## src/rtl/vic_pkg.sv

```systemverilog
package vic_pkg;
  typedef enum logic {
    ACK_IDLE  = 1'b0,
    ACK_ARMED = 1'b1
  } ack_st_e;
endpackage

```

## src/rtl/vic_req_bank.sv

```systemverilog
module vic_req_bank #(
  parameter int NUM_LINES = 8
) (
  input  logic                 clk_i,
  input  logic                 rst_ni,
  input  logic [NUM_LINES-1:0] irq_i,
  input  logic                 level_i,
  input  logic [NUM_LINES-1:0] clr_i,
  output logic [NUM_LINES-1:0] irr_o
);
  logic [NUM_LINES-1:0] irq_q;

  for (genvar g = 0; g < NUM_LINES; g++) begin : g_line
    logic rise;
    assign rise = irq_i[g] & ~irq_q[g];
    always_ff @(posedge clk_i or negedge rst_ni) begin
      if (!rst_ni) begin
        irq_q[g] <= 1'b0;
        irr_o[g] <= 1'b0;
      end else begin
        irq_q[g] <= irq_i[g];
        if (level_i) irr_o[g] <= irq_i[g] & ~clr_i[g];
        else         irr_o[g] <= (irr_o[g] | rise) & ~clr_i[g];
      end
    end
  end
endmodule

```

## src/rtl/vic_find_first.sv

```systemverilog
module vic_find_first #(
  parameter int W   = 8,
  parameter int IDW = $clog2(W)
) (
  input  logic [W-1:0]   req_i,
  output logic           vld_o,
  output logic [IDW-1:0] idx_o
);
  // lowest index wins
  always_comb begin
    vld_o = 1'b0;
    idx_o = '0;
    for (int i = W - 1; i >= 0; i--) begin
      if (req_i[i]) begin
        vld_o = 1'b1;
        idx_o = IDW'(i);
      end
    end
  end
endmodule

```

## src/rtl/vec_irq_ctrl.sv

```systemverilog
module vec_irq_ctrl #(
  parameter int NUM_LINES = 8,
  parameter int VEC_W     = 8,
  parameter int BASE_W    = VEC_W - $clog2(NUM_LINES)
) (
  input  logic                 clk_i,
  input  logic                 rst_ni,
  input  logic [NUM_LINES-1:0] irq_i,
  input  logic                 mode_we_i,
  input  logic                 mode_level_i,
  input  logic                 mask_we_i,
  input  logic [NUM_LINES-1:0] mask_wdata_i,
  input  logic                 base_we_i,
  input  logic [BASE_W-1:0]    base_wdata_i,
  input  logic                 eoi_i,
  input  logic                 inta_ni,
  output logic                 intr_o,
  output logic [VEC_W-1:0]     vec_o,
  output logic                 vec_valid_o
);
  import vic_pkg::*;

  localparam int IDW = $clog2(NUM_LINES);

  logic                 level_q;
  logic [NUM_LINES-1:0] mask_q, isr_q, irr_q, pend;
  logic [NUM_LINES-1:0] ack_set, eoi_clr;
  logic [BASE_W-1:0]    base_q;
  logic                 pend_vld, isr_vld, present;
  logic [IDW-1:0]       pend_idx, isr_idx, sel_idx;
  logic                 sel_real, inta_q, inta_fall;
  ack_st_e              ack_st;
  logic [VEC_W-1:0]     vec_q;
  logic                 vld_q;

  vic_req_bank #(.NUM_LINES(NUM_LINES)) u_req (
    .clk_i  (clk_i),
    .rst_ni (rst_ni),
    .irq_i  (irq_i),
    .level_i(level_q),
    .clr_i  (ack_set),
    .irr_o  (irr_q)
  );

  assign pend = irr_q & ~mask_q;

  vic_find_first #(.W(NUM_LINES), .IDW(IDW)) u_ff_pend (
    .req_i(pend), .vld_o(pend_vld), .idx_o(pend_idx)
  );

  vic_find_first #(.W(NUM_LINES), .IDW(IDW)) u_ff_isr (
    .req_i(isr_q), .vld_o(isr_vld), .idx_o(isr_idx)
  );

  assign present   = pend_vld && (!isr_vld || (pend_idx < isr_idx));
  assign intr_o    = present;
  assign inta_fall = inta_q & ~inta_ni;

  always_comb begin
    ack_set = '0;
    eoi_clr = '0;
    if (ack_st == ACK_ARMED && inta_fall && sel_real) ack_set[sel_idx] = 1'b1;
    if (eoi_i && isr_vld)                             eoi_clr[isr_idx] = 1'b1;
  end

  always_ff @(posedge clk_i or negedge rst_ni) begin
    if (!rst_ni) begin
      level_q <= 1'b0;
      mask_q  <= '1;
      base_q  <= '0;
      isr_q   <= '0;
    end else begin
      if (mode_we_i) level_q <= mode_level_i;
      if (mask_we_i) mask_q  <= mask_wdata_i;
      if (base_we_i) base_q  <= base_wdata_i;
      isr_q <= (isr_q | ack_set) & ~eoi_clr;
    end
  end

  always_ff @(posedge clk_i or negedge rst_ni) begin
    if (!rst_ni) begin
      inta_q   <= 1'b1;
      ack_st   <= ACK_IDLE;
      sel_idx  <= '0;
      sel_real <= 1'b0;
      vec_q    <= '0;
      vld_q    <= 1'b0;
    end else begin
      inta_q <= inta_ni;
      if (inta_ni) vld_q <= 1'b0;
      if (inta_fall) begin
        if (ack_st == ACK_IDLE) begin
          // freeze the choice; nothing presentable means spurious
          ack_st   <= ACK_ARMED;
          sel_real <= present;
          sel_idx  <= present ? pend_idx : '1;
        end else begin
          ack_st <= ACK_IDLE;
          vec_q  <= {base_q, sel_idx};
          vld_q  <= 1'b1;
        end
      end
    end
  end

  assign vec_o       = vec_q;
  assign vec_valid_o = vld_q;
endmodule

```

## config.mk

```make
export PLATFORM = sky130hd
export DESIGN_NAME = vec_irq_ctrl
export DESIGN_NICKNAME = d
export VERILOG_FILES = /design/src/rtl/vic_pkg.sv /design/src/rtl/vic_req_bank.sv /design/src/rtl/vic_find_first.sv /design/src/rtl/vec_irq_ctrl.sv
export SDC_FILE = /design/constraint.sdc
export NUM_CORES = 1
export LEC_CHECK = 0
export CAP_MARGIN = 25
export CORE_MARGIN = 1
export CORE_UTILIZATION = 40
export DETAILED_ROUTE_END_ITERATION = 12
export DONT_BUFFER_PORTS = 1
export PLACE_DENSITY = 0.57
export SLEW_MARGIN = 20
export SYNTH_ARGS = -nofsm -noshare
export SYNTH_HDL_FRONTEND = slang
export SYNTH_SLANG_ARGS = --single-unit
```

## constraint.sdc

```tcl
create_clock -name clk_i -period 3.9 [get_ports clk_i]
set_input_delay 0.585 -clock clk_i [delete_from_list [all_inputs] [get_ports clk_i]]
set_output_delay 0.585 -clock clk_i [all_outputs]
set_load 0.02 [all_outputs]
```

======== Word level (Yosys, flattened, before mapping) ========
Index checks and enable logic that the tools add are counted.
storage, ports and cells
  bits of input ports ..................... 29
  word-level logic and storage cells ...... 148
  bits in registers ....................... 53
cells by class
  reductions and logical operators ........ 10
  order comparisons ....................... 5
  bitwise operators ....................... 56
  muxes and demuxes ....................... 51
operator list
  kind                                                               count
  two-way mux 3 bit                                                  17
  two-way mux 1 bit                                                  30
  bitwise AND 1 bit                                                  25
  inverter 1 bit                                                     18
  bitwise AND 8 bit                                                  2
  two-way mux 8 bit                                                  2
  inverter 8 bit                                                     2
  less-than comparator 3 x 4 -> 1 bit, second input constant         2
  OR 1 bit                                                           8
  OR 8 bit                                                           1
  demux 1 bit (select 3 bit)                                         2
  greater-or-equal comparator 3 x 1 -> 1 bit, second input constant  2
  logical AND 1 bit                                                  6
  AND reduction 2 bit                                                2
  less-than comparator 3 bit                                         1
  logical NOT 1 bit                                                  1
  logical OR 1 bit                                                   1

======== Logic depth before layout (Yosys ltp) ========
  depth after elaboration ................. 15
  depth in mapped cells ................... 9
  gate-level depth less buffers ........... 9

======== Modules after synthesis ========
Synthesis repeated with hierarchy kept, for this count alone.
second synthesis, totals
  cells, all modules ...................... 200
  area, all modules ....................... 2443.6 um^2
modules (own cells, without submodules)
  module          times used  sequential area each (um^2)  area each (um^2)  cells an instance
  vec_irq_ctrl    1           937.1                        1651.6            125
  vic_req_bank    1           400.4                        631.9             49
  vic_find_first  2           0.0                          80.1              13

======== Least setup slack after synthesis ========
Ideal clock, no wire load.
  path kind ............................... register to output
  from .................................... register mask_q[6]
  to ...................................... output intr_o
  setup slack ............................. 1.237 ns
  arrival ................................. 2.078 ns
  buffers on the path ..................... 0
  cell stages (with the launch flop) ...... 8
  cell sequence ........................... dfstp_2 inv_1 a2111oi_2 nor2_1 ha_1 a221o_1 o21ai_2 and2b_1
on the way
  cells in the longest elaborated chain, start to end .. 12
  elaborated cells on any way between the ends .. 19
  classes of those cells .................. order compare (1); mux (14); bitwise (2); reduce/logical (2)
ends and longest elaborated chain
  item                             line                  text
  start, declared                  vec_irq_ctrl.sv:26    logic [NUM_LINES-1:0] mask_q, isr_q, irr_q, pend;
  start signal, assigned           vec_irq_ctrl.sv:74    if (mask_we_i) mask_q <= mask_wdata_i;
  inverter 8 bit *                 vec_irq_ctrl.sv:45    assign pend = irr_q & ~mask_q;
  bitwise AND 8 bit *              vec_irq_ctrl.sv:45
  two-way mux 3 bit (7 in series)  vic_find_first.sv:14  if (req_i[i]) begin
  less-than comparator 3 bit       vec_irq_ctrl.sv:55    assign present = pend_vld && (!isr_vld || (pend_idx < isr_idx));
  logical OR 1 bit                 vec_irq_ctrl.sv:55
  logical AND 1 bit *              vec_irq_ctrl.sv:55
  end, declared                    vec_irq_ctrl.sv:17    output logic intr_o,
Every way passes the cells marked *; elsewhere a longest branch is shown, timed or not.

======== Worst setup path in the final report ========
Same ends and word-level chain as after synthesis.

==> flow_summary.ini <==
[run_status]
outcome = completed

[die]
fp-row-count = 27
die_h_um = 78.6
dieArea_sq_mm = 0.00617
start_util_pct = 42.1
design.core.area_sq_mm = 0.00557
io-pin-count = 39
die_w_um = 78.6

[sta]
fin_setup_tns_ps = 0
finalClockSkew_ps = 12.3
fin_crit_sh_pct = 80.8
slew_violations = 0
tightestPinTransition_ps = 499
finalWorstSetupSlack_ps = 750
holdWs_ps = 108
min_period_ps = 3150
setup_viol = 0
finalHoldViolCount = 0
rsz0062_at_grt = false
clock.fmax_mhz = 317
relSlewSlack_pct = 66.4

[clock_tree]
clk_latency_ps = 310
h-tree-depth = 2
hold_buffers = 1
clk_pin_slew_ps = 100
clock_sinks = 53
cts_root_buf = clkbuf_8
cts_tree = yes
cts_buffers = 5
clockBufferDepth = 2
post_cts_buffers = 0
cts_resized = 0

[grt]
grt_overflow = 0
grt_max_degree = 45
grt_first_pass_wirelength_um = 8010
track_usage_pct = 17.3
antenna_found_initial = 0
grt_pass1_vias = 1607

[detailed_routing]
drtPass1Iterations = 4
drc = 0
via_per_inst = 5.26
routedWlPerCell_um = 15.4
antenna_left = 0
num_vias = 1573
first_iter_violations = 103
wl_um = 4610

[placed_design]
port_buffers = 0
place_ws_ps = 1080
placed_cell_area_sq_mm = 0.00241
place.gp.congestion = 0.802
placedCellCount = 290
dp_hpwl_um = 3340

[critical_path]
worstSetupPathType = reg -> out
start_kind = flop
path_max_fanout = 4
worstSetupEndpointType = output pin
r2r_cells = 7
cp.required_ps = 3310
cp.arrival_ps = 2560

[yosys]
synth_area_sq_mm = 0.00234
synth_seq_area_share_pct = 57.0
syn-num-nets = 254
synth-edff-count = 0
yosysMostFrequentCell = dfrtp_1
synth_ff_type = dfrtp_1
synth.avg_cell_area_sq_um = 10.5
synth_top_area_cell = dfrtp_1
synth-seq-cells = 53
synth_warnings = 0
synthCells = 223
yosysUniqueCellTypes = 42
netlist.area_leader.share_pct = 47.0
synth.top_cells.by_count = dfrtp_1, nand2_1, nand2b_1
synth_area_leaders = dfrtp_1, dfstp_2, mux2_2
synthArstFlopShare_pct = 100

[flow_run]
drv_cap = 0

[cells_and_area]
drive_above_1_share_pct = 15.9
syn2layout_area_growth_pct = 8.06
instances_no_fill = 299
multi_input_area_sq_um = 938
final_util_pct = 45.5
seq_area_sq_mm = 0.00134
fill_cells = 541
n_antenna_cell = 0
design_area_sq_mm = 0.00253
finish.net_count = 257

[min_path]
min_path_type = in -> async

[power_and_ir_drop]
power_density_mw_per_mm2 = 632
vdd_ir_drop_max_uv = 235
cellLeakagePower_nw = 1.12
power_mw = 1.60
## final cells by class
| type | count | share of cell area, % |
|---|---|---|
| repair buffers | 1 | 1.09 |
| clock inverters | 3 | 0.889 |
| well taps | 72 | 3.56 |
| flip-flops and latches | 53 | 52.8 |
| multi-input cells | 152 | 37.0 |
| inverters | 13 | 1.93 |
| clock buffers | 5 | 2.72 |
## power breakdown
part / leakage [nW] / internal, mW / switching (mW) / total [mW]
logic: 0.441 / 0.200 / 0.269 / 0.469
clock network: 0.0481 / 0.128 / 0.182 / 0.310
registers: 0.631 / 0.671 / 0.153 / 0.824
## flip-flops by register name (all words and copies together) (netlist names)
signal	cells
isr_q	8
mask_q	8
u_req.irq_q	8
u_req.irr_o	8
vec_o	8
base_q	5
sel_idx	3
ack_st	1
inta_q	1
level_q	1
sel_real	1
vec_valid_o	1
## cell usage in the layout (no fill, tap or decap), types with 2 or more instances in the layout
| cell type | synthesis | layout |
|---|---|---|
| nand2_1 | 33 | 33 |
| inv_1 | 13 | 13 |
| o22a_1 | 4 | 4 |
| ha_1 | 2 | 2 |
| mux2_2 | 13 | 13 |
| a31oi_1 | 2 | 2 |
| clkinv_4 | 0 | 2 |
| clkbuf_8 | 0 | 5 |
| nand2b_1 | 15 | 15 |
| o21ai_1 | 3 | 3 |
| nor3_1 | 10 | 10 |
| o21ai_0 | 12 | 12 |
| a21oi_1 | 11 | 11 |
| dfstp_2 | 9 | 9 |
| nand3b_1 | 2 | 2 |
| and2b_1 | 2 | 2 |
| nor2_1 | 11 | 11 |
| dfrtp_1 | 44 | 44 |
| or3_1 | 2 | 2 |
| nor2b_1 | 8 | 8 |
## metal layers
layer / share of wire, % / vias up / global-route usage (%) / routed length (um)
met1: 48 / 768 / 24.0 / 2200
met4: 1.5 / 0 / 6.11 / 70
met5: 0 / - / 0 / 0
met3: 4.0 / 6 / 3.95 / 183
li1: - / 772 / - / -
met2: 47 / 27 / 26.4 / 2150
## worst max-delay path, cell delays in order (launching register included)
cell and delay (ps):
dfstp_2 530, inv_1 60, a2111oi_2 400, nor2_1 80
ha_1 310, a221o_1 380, o21ai_2 210, and2b_1 280
## path summary, 6_finish.rpt
path / startpoint / to / slack, ps
max in group asynchronous: rst_ni / u_req.irr_o[4]$_DFF_PN0_ / 3580
min in group clk_i: inta_ni / inta_q$_DFF_PN1_ / 260
setup reg to reg: mask_q[6]$_DFFE_PN1P_ / sel_idx[0]$_DFFE_PN0P_ / 1640
setup / recovery: mask_q[6]$_DFFE_PN1P_ / intr_o / 750
hold reg to reg: base_q[2]$_DFFE_PN0P_ / vec_o[5]$_DFFE_PN0P_ / 490
hold / removal: rst_ni / inta_q$_DFF_PN1_ / 110
## cell families after synthesis
kind of cell / count (synthesis) / synth area share, %
AOI/OAI and AO/OA: 45 / 12.6
adders and majority gates: 2 / 1.07
buffers and inverters: 18 / 2.93
DFF: 53 / 57.0
muxes: 14 / 6.67
and+or+nand+nor: 91 / 19.6
No activity file was read; power rests on OpenSTA's default activity.
